### src/rtl/rst_seq_pkg.sv
package rst_seq_pkg;

    // Open-drain pad: either pulling low or floating; never driving high.
    typedef enum logic {
        PAD_FLOAT = 1'b0,
        PAD_PULL  = 1'b1
    } pad_e;

    function automatic pad_e pad_of(input logic released);
        return released ? PAD_FLOAT : PAD_PULL;
    endfunction

endpackage

### src/rtl/rst_req_sync.sv
// Brings the release (rising) edge of an asynchronous clear into the clk
// domain; assertion is asynchronous through clr_n.
module rst_req_sync #(
    parameter int STAGES = 2
) (
    input  logic clk,
    input  logic clr_n,
    output logic synced
);

    logic [STAGES-1:0] sh_d, sh_q;

    always_comb begin
        sh_d[0] = 1'b1;
        for (int i = 1; i < STAGES; i++) begin
            sh_d[i] = sh_q[i-1];
        end
    end

    always_ff @(posedge clk or negedge clr_n) begin
        if (!clr_n) begin
            sh_q <= '0;
        end else begin
            sh_q <= sh_d;
        end
    end

    assign synced = sh_q[STAGES-1];

endmodule

### src/rtl/rst_hold_ctr.sv
// Counts edges on which run is high; sets released after COUNT_N of them.
// Any edge with run low clears both the count and the released flag.
module rst_hold_ctr #(
    parameter int COUNT_N = 1022
) (
    input  logic clk,
    input  logic clr_n,
    input  logic run,
    output logic released
);

    localparam int CW = (COUNT_N < 2) ? 1 : $clog2(COUNT_N + 1);
    localparam logic [CW-1:0] LAST = CW'(COUNT_N - 1);

    typedef struct packed {
        logic [CW-1:0] cnt;
        logic          rel;
    } ctr_t;

    ctr_t st_d, st_q;

    always_comb begin
        st_d = st_q;
        if (!run) begin
            st_d.cnt = '0;
            st_d.rel = 1'b0;
        end else if (!st_q.rel) begin
            if (st_q.cnt == LAST) begin
                st_d.rel = 1'b1;
            end else begin
                st_d.cnt = st_q.cnt + CW'(1);
            end
        end
    end

    always_ff @(posedge clk or negedge clr_n) begin
        if (!clr_n) begin
            st_q <= '0;
        end else begin
            st_q <= st_d;
        end
    end

    assign released = st_q.rel;

endmodule

### src/rtl/rst_seq_top.sv
module rst_seq_top #(
    parameter int HOLD_CYC    = 1024,
    parameter int SYNC_STAGES = 2
) (
    input  logic clk,
    input  logic por_n,
    input  logic req_n,
    input  logic locked,
    output logic pad_oe,
    output logic lock_stat
);

    import rst_seq_pkg::*;

    localparam int COUNT_N = HOLD_CYC - SYNC_STAGES;

    logic   arst_n;
    logic   req_synced;
    logic   released;
    pad_e   pad_state;

    // Either a power-on reset or a request clears the whole sequence.
    assign arst_n = por_n & req_n;

    rst_req_sync #(
        .STAGES (SYNC_STAGES)
    ) u_sync (
        .clk    (clk),
        .clr_n  (arst_n),
        .synced (req_synced)
    );

    rst_hold_ctr #(
        .COUNT_N (COUNT_N)
    ) u_ctr (
        .clk      (clk),
        .clr_n    (arst_n),
        .run      (req_synced & locked),
        .released (released)
    );

    // Asynchronous terms give immediate assertion, without any edge.
    assign pad_state = pad_of(released & locked & arst_n);
    assign pad_oe    = (pad_state == PAD_PULL);
    assign lock_stat = (pad_state == PAD_FLOAT);

endmodule

### config.mk
export PLATFORM = sky130hd
export DESIGN_NAME = rst_seq_top
export DESIGN_NICKNAME = d
export VERILOG_FILES = /design/src/rtl/rst_seq_pkg.sv /design/src/rtl/rst_req_sync.sv /design/src/rtl/rst_hold_ctr.sv /design/src/rtl/rst_seq_top.sv
export SDC_FILE = /design/constraint.sdc
export NUM_CORES = 1
export LEC_CHECK = 0
export ABC_CLOCK_PERIOD_IN_PS = 2000
export BUFFER_PORTS_ARGS = -buffer_cell sky130_fd_sc_hd__buf_4
export CORE_MARGIN = 2
export CORE_UTILIZATION = 45
export DETAILED_ROUTE_END_ITERATION = 16
export GPL_ROUTABILITY_DRIVEN = 0
export PLACE_DENSITY_LB_ADDON = 0.08
export RECOVER_POWER = 25
export SLEW_MARGIN = 0
export SYNTH_ARGS = -nofsm -noshare
export SYNTH_HDL_FRONTEND = slang
export SYNTH_SLANG_ARGS = --single-unit
### constraint.sdc
create_clock -name clk -period 2 [get_ports clk]
set_input_delay 0.4 -clock clk [delete_from_list [all_inputs] [get_ports clk]]
set_output_delay 0.4 -clock clk [all_outputs]
set_load 0.01 [all_outputs]
==> results.toml, run 1 <==
[worst_setup_path]
arrival_ns = 1.88
path_class = "reg2reg"
required_ns = 2.17
start_kind = "flip-flop"
end_kind = "flip-flop"
cp_max_fo = 6

[outcome]
status = "finished clean"

[drt]
vias_per_cell = 5.58
drt_pre_antenna_iters = 4
route.final.wire_length_um = 1550
wl_per_cell_um = 14.2
via_count = 608
remaining_drc_errors = 0
first_iter_violations = 6
antenna_left = 0

[floorplanning]
die_w_um = 46.2
rows = 15
dieArea_um2 = 2130
io_pins = 6
die_h_um = 46.2
core_area_um2 = 1710
start_util_pct = 46.9

[run]
cap_violations = 0

[cts]
cts_resized = 0
cts_setup_buffers = 0
h-tree-depth = 1
postCtsHoldBufs = 0
clock-root-buffer = "clkbuf_4"
cts_tree = "built"
cts.path.max_buffers = 2
clock_latency_ns = 0.28
cts_inserted_buffers = 3
clkSinkCount = 13
path_clk_slew_ns = 0.08

[yosys]
synth_area_um2 = 801
synthCells = 80
synth.distinct_cells = 40
synth_warnings = 0
synth_seq_cells = 13
yosysSeqAreaShare_pct = 40.6
synth_area_per_cell_um2 = 10.0
synth_nets = 86

[timing]
fmax_ghz = 0.587
final-setup-viol-count = 0
tns_ns = 0
worstMarginPinSlew_ns = 0.685
skew_ns = 0.000561
post-route-period-util_pct = 85.2
finalCriticalPeriod_ns = 1.70
rsz0062_at_grt = "false"
finalHoldViolCount = 0
slew_viol_final = 0
max-slew-margin-rel_pct = 54.3

[global_routing]
grt_max_degree = 14
grt_overflow = 0
grt_pass1_vias = 581
track_usage_pct = 17.5
antenna_found_initial = 0
grt_first_pass_wirelength_um = 2570

[layout]
num-nets-final = 91
postLayoutCellArea_um2 = 850
antennaDiodeCount = 0
drive_gt1_share_pct = 16.7
synthToLayoutAreaGrowth_pct = 6.09

[power_and_ir_drop]
power.density_nw_per_um2 = 558
vdd_drop_max_uv = 309
cellLeakagePower_nw = 0.358

[placement]
io_buffers = 5
dp.final_hpwl_um = 1110
placedInstanceArea_um2 = 827

[worst_hold_path]
min_path_type = "reg2reg"
[final timing paths]
check	start	to	slack, ns	cells past startpoint
worst max-delay path	u_ctr.st_q[1]$_DFFE_PN0P_	u_ctr.st_q[2]$_DFFE_PN0P_	0.30	4
worst min-delay path	u_sync.sh_q[0]$_DFF_PN0_	u_sync.sh_q[1]$_DFF_PN0_	0.35	0
worst max register to register	u_ctr.st_q[1]$_DFFE_PN0P_	u_ctr.st_q[2]$_DFFE_PN0P_	0.30	4
worst min register to register	u_sync.sh_q[0]$_DFF_PN0_	u_sync.sh_q[1]$_DFF_PN0_	0.35	0
max in group asynchronous	por_n	u_ctr.st_q[5]$_DFFE_PN0P_	1.12	3
min in group asynchronous	req_n	u_ctr.st_q[4]$_DFFE_PN0P_	0.43	3
[area by class of cell]
type / instances / area, µm²
flip-flops and latches: 13 / 325
inverters: 3 / 11.3
repair buffers: 6 / 41.3
multi-input cells: 58 / 414
fillers: 156 / 858
well taps: 25 / 31.3
clock buffers: 4 / 26.3
[cell usage after synthesis]
cell type   n  share of area, %
a211oi_1    1              0.94
a211oi_2    1               1.6
a21boi_0    1              0.94
a21o_1      1              0.94
a21oi_1     3               1.9
a311o_1     1               1.3
a311oi_2    1               1.9
a31oi_1     5               3.9
a31oi_2     1               1.6
a41oi_1     1               1.1
and2_1      3               2.3
and2b_2     1               1.1
and3_1      1              0.78
and3b_1     1               1.1
and4_1      2               2.2
and4_4      1               1.4
and4b_1     1               1.3
buf_2       1              0.62
buf_4       1              0.94
buf_6       3               4.2
clkbuf_1    1              0.47
conb_1      1              0.47
dfrtp_1    13                41
ha_1        2               3.1
inv_1       3               1.4
mux2_1      1               1.4
mux2i_1     1               1.3
nand2_1     4               1.9
nand3_1     6               3.8
nand4_1     2               1.6
nand4b_1    1               1.1
nand4bb_2   1               2.0
nor2_1      4               1.9
nor2b_1     1              0.78
nor3_1      3               1.9
o2111a_1    1               1.4
o21ai_0     1              0.62
o21bai_1    1              0.94
o22ai_1     1              0.78
or3_1       1              0.78
[worst max-delay path, stage by stage, from the launching register on]
cell,delay (ns)
dfrtp_1,0.45
ha_1,0.28
and4_1,0.29
a31oi_2,0.24
mux2_1,0.34
[cells in the final DEF, fill, tap and decap left out, types with 2 or more instances in the layout]
cell type  count
a21oi_1        3
a31oi_1        5
and2_1         2
and4_1         2
buf_4          4
clkbuf_1       2
clkbuf_4       4
dfrtp_1       13
ha_1           2
inv_1          3
nand2_1        4
nand3_1        6
nand4_1        2
nor2_1         4
nor3_1         3
[report_power, final]
| group | total, mW | switching (mW) | internal (mW) |
|---|---|---|---|
| clock network | 0.166 | 0.0888 | 0.0776 |
| logic | 0.0340 | 0.0199 | 0.0141 |
| registers | 0.274 | 0.00608 | 0.268 |
[through the flow]
step           utilization [%]  total power [mW]  hold WS (ns)  instances  setup WS (ns)
2_1_floorplan                -             0.303         0.331         80          0.387
3_3_place_gp              48.4             0.314         0.336        105          0.371
3_5_place_dp              48.4             0.315         0.340        105          0.321
4_1_cts                   50.0             0.481         0.221        109          0.305
5_1_grt                   49.7             0.497         0.365        109          0.216
6_report                  49.7             0.474         0.354        109          0.295
[flip-flops by register name, indices dropped and copies added (netlist names)]
signal and cells:
u_ctr.st_q 10, u_sync.sh_q 2, u_ctr.released 1
[metal layers]
metal,wire [µm],part of all wire (%),global-route usage (%),vias up
met1,754,49,22.4,286
met3,36,2.3,2.75,6
met5,0,0,0,-
met2,717,46,26.1,6
met4,40,2.6,13.1,0
li1,-,-,-,310
[kinds of logic after synthesis]
kind of cell               count (synthesis)  synth area share [%]
AOI/OAI and AO/OA                         20                  19.7
other                                      1                 0.468
DFF                                       13                  40.6
adders and majority gates                  2                  3.12
muxes                                      2                  2.66
and+or+nand+nor                           33                  25.8
buffers and inverters                      9                  7.66
Note: power is estimated with default switching activity, not from simulation.
==> inputs of run 2 (changes only) <==
CELL_PAD_IN_SITES_DETAIL_PLACEMENT = 1   (was unset)
CELL_PAD_IN_SITES_GLOBAL_PLACEMENT = 1   (was unset)
CORE_UTILIZATION = 44   (was 45)
==> run 2 against run 1 <==
Compared with the run above: via count increased by 5.4%; first-iteration DRC count increased by 33%; count of clock-buffer cells in the layout unchanged; clock skew increased by 0.0022 ns; critical path depth unchanged; die area increased by 2.1%; non-clock buffer count unchanged; combinational power increased by 2%; hold slack got worse by 0.0025 ns; routed wire length increased by 10%; largest power group unchanged; highest routed layer unchanged.
==> results.toml, run 2 (synthesis gave the netlist of run 1 again) <==
[outcome]
status = "finished clean"

[drt]
via_count = 641
wl_per_cell_um = 15.7
remaining_drc_errors = 0
vias_per_cell = 5.88
antenna_left = 0
first_iter_violations = 8
drt_pre_antenna_iters = 2
route.final.wire_length_um = 1710

[floorplanning]
dieArea_um2 = 2180
rows = 15
io_pins = 6
start_util_pct = 46.4
core_area_um2 = 1730
die_h_um = 46.7
die_w_um = 46.7

[timing]
rsz0062_at_grt = "false"
tns_ns = 0
fin_ws_ns = 0.276
slew_viol_final = 0
post-route-period-util_pct = 86.2
max-slew-margin-rel_pct = 55.2
hold_slack_ns = 0.351
fmax_ghz = 0.580
finalCriticalPeriod_ns = 1.72
finalHoldViolCount = 0
worstMarginPinSlew_ns = 0.671
final-setup-viol-count = 0
skew_ns = 0.00275

[worst_setup_path]
required_ns = 2.17
rr_worst_depth = 4
end_kind = "flip-flop"
slowest_delay_ns = 0.44
cp_max_fo = 6
cp_cell_sequence = "ha_1 > and4_1 > a31oi_2 > mux2_1"
critPathSlowestCell = "dfrtp_1"
path_class = "reg2reg"
start_kind = "flip-flop"
arrival_ns = 1.90

[cts]
clock_latency_ns = 0.28
cts_inserted_buffers = 3
path_clk_slew_ns = 0.08
clock-root-buffer = "clkbuf_4"
clkSinkCount = 13
cts_tree = "built"
cts.path.max_buffers = 2
postCtsHoldBufs = 0
cts_resized = 0
cts_setup_buffers = 0
h-tree-depth = 1

[global_routing]
track_usage_pct = 18.7
grt_max_degree = 14
grt_pass1_vias = 604
busiest_layer = "met2"
antenna_found_initial = 0
use_met2_pct = 28.9
grt_util_met1_pct = 25.2
grt_overflow = 0
grtUsageMet3_pct = 2.35
grt_first_pass_wirelength_um = 2820

[power_and_ir_drop]
p_switching_mw = 0.117
vdd_drop_max_uv = 337
internal_power_mw = 0.360
seqPwrFrac_pct = 57.5
power_frac_comb_pct = 7.3
power.density_nw_per_um2 = 561
power.share.clock_pct = 35.2
finalPower_mw = 0.476
p_sw_share_pct = 24.5
cellLeakagePower_nw = 0.358

[worst_hold_path]
hold_depth = 0
min_path_type = "reg2reg"

[placement]
dp.final_hpwl_um = 1280
io_buffers = 5
dp_slack_ns = 0.308

[layout]
synthToLayoutAreaGrowth_pct = 6.09
largest-register = "u_ctr.st_q"
final_common_cell = "dfrtp_1"
layout_common_cells = "dfrtp_1 (13), nand3_1 (6), a31oi_1 (5)"
drive_gt1_share_pct = 16.7
antennaDiodeCount = 0
largest_reg_flops = 10
num-nets-final = 91

[run]
cap_violations = 0
[run 2: cell counts in the layout (fill, tap and decap cells not counted)]
Identical to the previous run, type by type.
[run 2: critical path, delay by kind of cell, from the launching register on]
| kind | cells | cell delay (ns) |
|---|---|---|
| compound gates | 1 | 0.26 |
| fa+ha+maj | 1 | 0.28 |
| flops | 1 | 0.44 |
| mux | 1 | 0.34 |
| simple gates | 1 | 0.29 |
[run 2: final timing paths]
| path | slack (ns) | from | end |
|---|---|---|---|
| hold / removal | 0.35 | u_sync.sh_q[0]$_DFF_PN0_ | u_sync.sh_q[1]$_DFF_PN0_ |
| setup reg to reg | 0.28 | u_ctr.st_q[1]$_DFFE_PN0P_ | u_ctr.st_q[2]$_DFFE_PN0P_ |
| min in group asynchronous | 0.36 | por_n | u_ctr.st_q[2]$_DFFE_PN0P_ |
| setup / recovery | 0.28 | u_ctr.st_q[1]$_DFFE_PN0P_ | u_ctr.st_q[2]$_DFFE_PN0P_ |
| max in group asynchronous | 1.19 | req_n | u_ctr.st_q[6]$_DFFE_PN0P_ |
| hold reg to reg | 0.35 | u_sync.sh_q[0]$_DFF_PN0_ | u_sync.sh_q[1]$_DFF_PN0_ |
[run 2: power groups by stage]
stage               Sequential, mW  Clock (mW)  Combinational, mW
detailed placement           0.279           0             0.0362
global placement             0.279           0             0.0354
floorplan                    0.277           0             0.0255
finish                       0.274       0.168             0.0346
CTS                          0.274       0.173             0.0362
global route                 0.275       0.185             0.0396
[run 2: layout make-up]
type / instances / area, µm²
Fill cell: 211 / 877
Multi-Input combinational cell: 58 / 414
Sequential cell: 13 / 325
Timing Repair Buffer: 6 / 41.3
Tap cell: 25 / 31.3
Clock buffer: 4 / 26.3
Inverter: 3 / 11.3
[run 2: layer usage]
metal	up-vias	part of all wire (%)
li1	310	-
met1	319	49
met2	7	47
met3	5	1.4
met4	0	2.5
met5	-	0
[run 2: metrics by stage]
stage | util (%) | instance area [µm²] | instances
after floorplan | - | 801 | 80
after global placement | 47.9 | 827 | 105
after global routing | 49.2 | 850 | 109
after detailed placement | 47.9 | 827 | 105
final | 49.2 | 850 | 109
after CTS | 49.4 | 853 | 109
==> inputs of run 3 (changes only) <==
CORE_MARGIN = unset   (was 2)
==> run 3 against run 2 <==
Compared with the run above: critical path depth unchanged; fmax increased by 1.5%; setup slack improved by 0.026 ns; register-to-register slack improved by 0.03 ns; critical path type unchanged; via count increased by 1.1%; final area unchanged.
==> results.toml, run 3 (synthesis gave the netlist of run 1 again) <==
[worst_setup_path]
r2r_end = "u_ctr.st_q[2]$_DFFE_PN0P_"
arrival_ns = 1.87
start_kind = "flip-flop"
r2r_slack_ns = 0.30
end_kind = "flip-flop"
rr_worst_depth = 4
path_class = "reg2reg"
cp_max_fo = 6
r2r-start = "u_ctr.st_q[1]$_DFFE_PN0P_"
cp-endpoint = "u_ctr.st_q[2]$_DFFE_PN0P_"
crit_start = "u_ctr.st_q[1]$_DFFE_PN0P_"
required_ns = 2.17

[cts]
clkSinkCount = 13
cts_inserted_buffers = 3
cts_resized = 0
cts_setup_buffers = 0
cts_tree = "built"
h-tree-depth = 1
clock_latency_ns = 0.28
postCtsHoldBufs = 0
clock-root-buffer = "clkbuf_4"
path_clk_slew_ns = 0.08
cts.path.max_buffers = 2

[timing]
post-route-period-util_pct = 84.9
fmax_ghz = 0.589
finalCriticalPeriod_ns = 1.70
tns_ns = 0
worstMarginPinSlew_ns = 0.690
skew_ns = 0.00611
finalHoldViolCount = 0
max-slew-margin-rel_pct = 54.0
rsz0062_at_grt = "false"
slew_viol_final = 0
final-setup-viol-count = 0

[layout]
fin_util_pct = 49.7
num-nets-final = 91
antennaDiodeCount = 0
layout_common_cells = "dfrtp_1 (13), nand3_1 (6), a31oi_1 (5)"
drive_gt1_share_pct = 16.7
final_common_cell = "dfrtp_1"
final_cells = 109
synthToLayoutAreaGrowth_pct = 6.09
largest_reg_flops = 10
largest-register = "u_ctr.st_q"

[placement]
dp.final_hpwl_um = 1310
dp_cells = 105
io_buffers = 5

[power_and_ir_drop]
power.density_nw_per_um2 = 559
vdd_drop_max_uv = 365
cellLeakagePower_nw = 0.358

[worst_hold_path]
min_path_type = "reg2reg"
min_from = "u_sync.sh_q[0]$_DFF_PN0_"

[floorplanning]
core_area_um2 = 1710
die_h_um = 44.7
die_w_um = 44.7
rows = 15
io_pins = 6
start_util_pct = 46.9
dieArea_um2 = 1990

[drt]
wl_per_cell_um = 16.1
antenna_left = 0
drt_pre_antenna_iters = 4
vias_per_cell = 5.94
route.final.wire_length_um = 1750
remaining_drc_errors = 0
via_count = 648
first_iter_violations = 14

[run]
cap_violations = 0

[global_routing]
grt_overflow = 0
track_usage_pct = 20.3
grt_max_degree = 14
grt_first_pass_wirelength_um = 2890
antenna_found_initial = 0
grt_pass1_vias = 610

[outcome]
status = "finished clean"
## run 3: cell counts in the layout (fill, tap and decap cells not counted)
Identical to the previous run, type by type.
## run 3: worst min-delay path by stage
stage / endpoint / slack, ns / cells after the start
floorplan: u_sync.sh_q[1]$_DFF_PN0_ / 0.33 / 0
global placement: u_sync.sh_q[1]$_DFF_PN0_ / 0.33 / 0
detailed placement: u_sync.sh_q[1]$_DFF_PN0_ / 0.34 / 0
CTS: u_ctr.st_q[2]$_DFFE_PN0P_ / 0.18 / 3
global route: u_sync.sh_q[1]$_DFF_PN0_ / 0.37 / 0
finish: u_sync.sh_q[1]$_DFF_PN0_ / 0.35 / 0
## run 3: layout make-up
cell class,instances,area [µm²]
fillers,198,858
inverters,3,11.3
flip-flops and latches,13,325
repair buffers,6,41.3
clock buffers,4,26.3
well taps,25,31.3
multi-input cells,58,414
## run 3: stage by stage
step                      hold slack (ns)  worst slack, ns  power [mW]  area [µm²]
after floorplan                     0.331            0.387       0.303         801
after global placement              0.333            0.366       0.314         827
after detailed placement            0.337            0.317       0.316         827
after CTS                           0.177            0.303       0.483         853
after global routing                0.368            0.220       0.495         850
final                               0.353            0.302       0.475         850
## run 3: routing by layer
layer	vias up	wire length [µm]	track usage (%)	share of wire (%)
met5	-	0	0	0
met1	324	790	26.6	45
li1	306	-	-	-
met4	0	21	9.09	1.2
met3	4	51	2.45	2.9
met2	14	890	33.2	51
## run 3: power by group
group	total [mW]	leakage [nW]	switching, mW	internal [mW]
clock network	0.166	0.0150	0.0883	0.0773
registers	0.274	0.175	0.00582	0.268
logic	0.0356	0.168	0.0211	0.0145
## run 3: worst max-delay path, cell delays in order, from the launching register on
cell     delay (ns)
dfrtp_1        0.44
ha_1           0.28
and4_1         0.30
a31oi_2        0.25
mux2_1         0.33
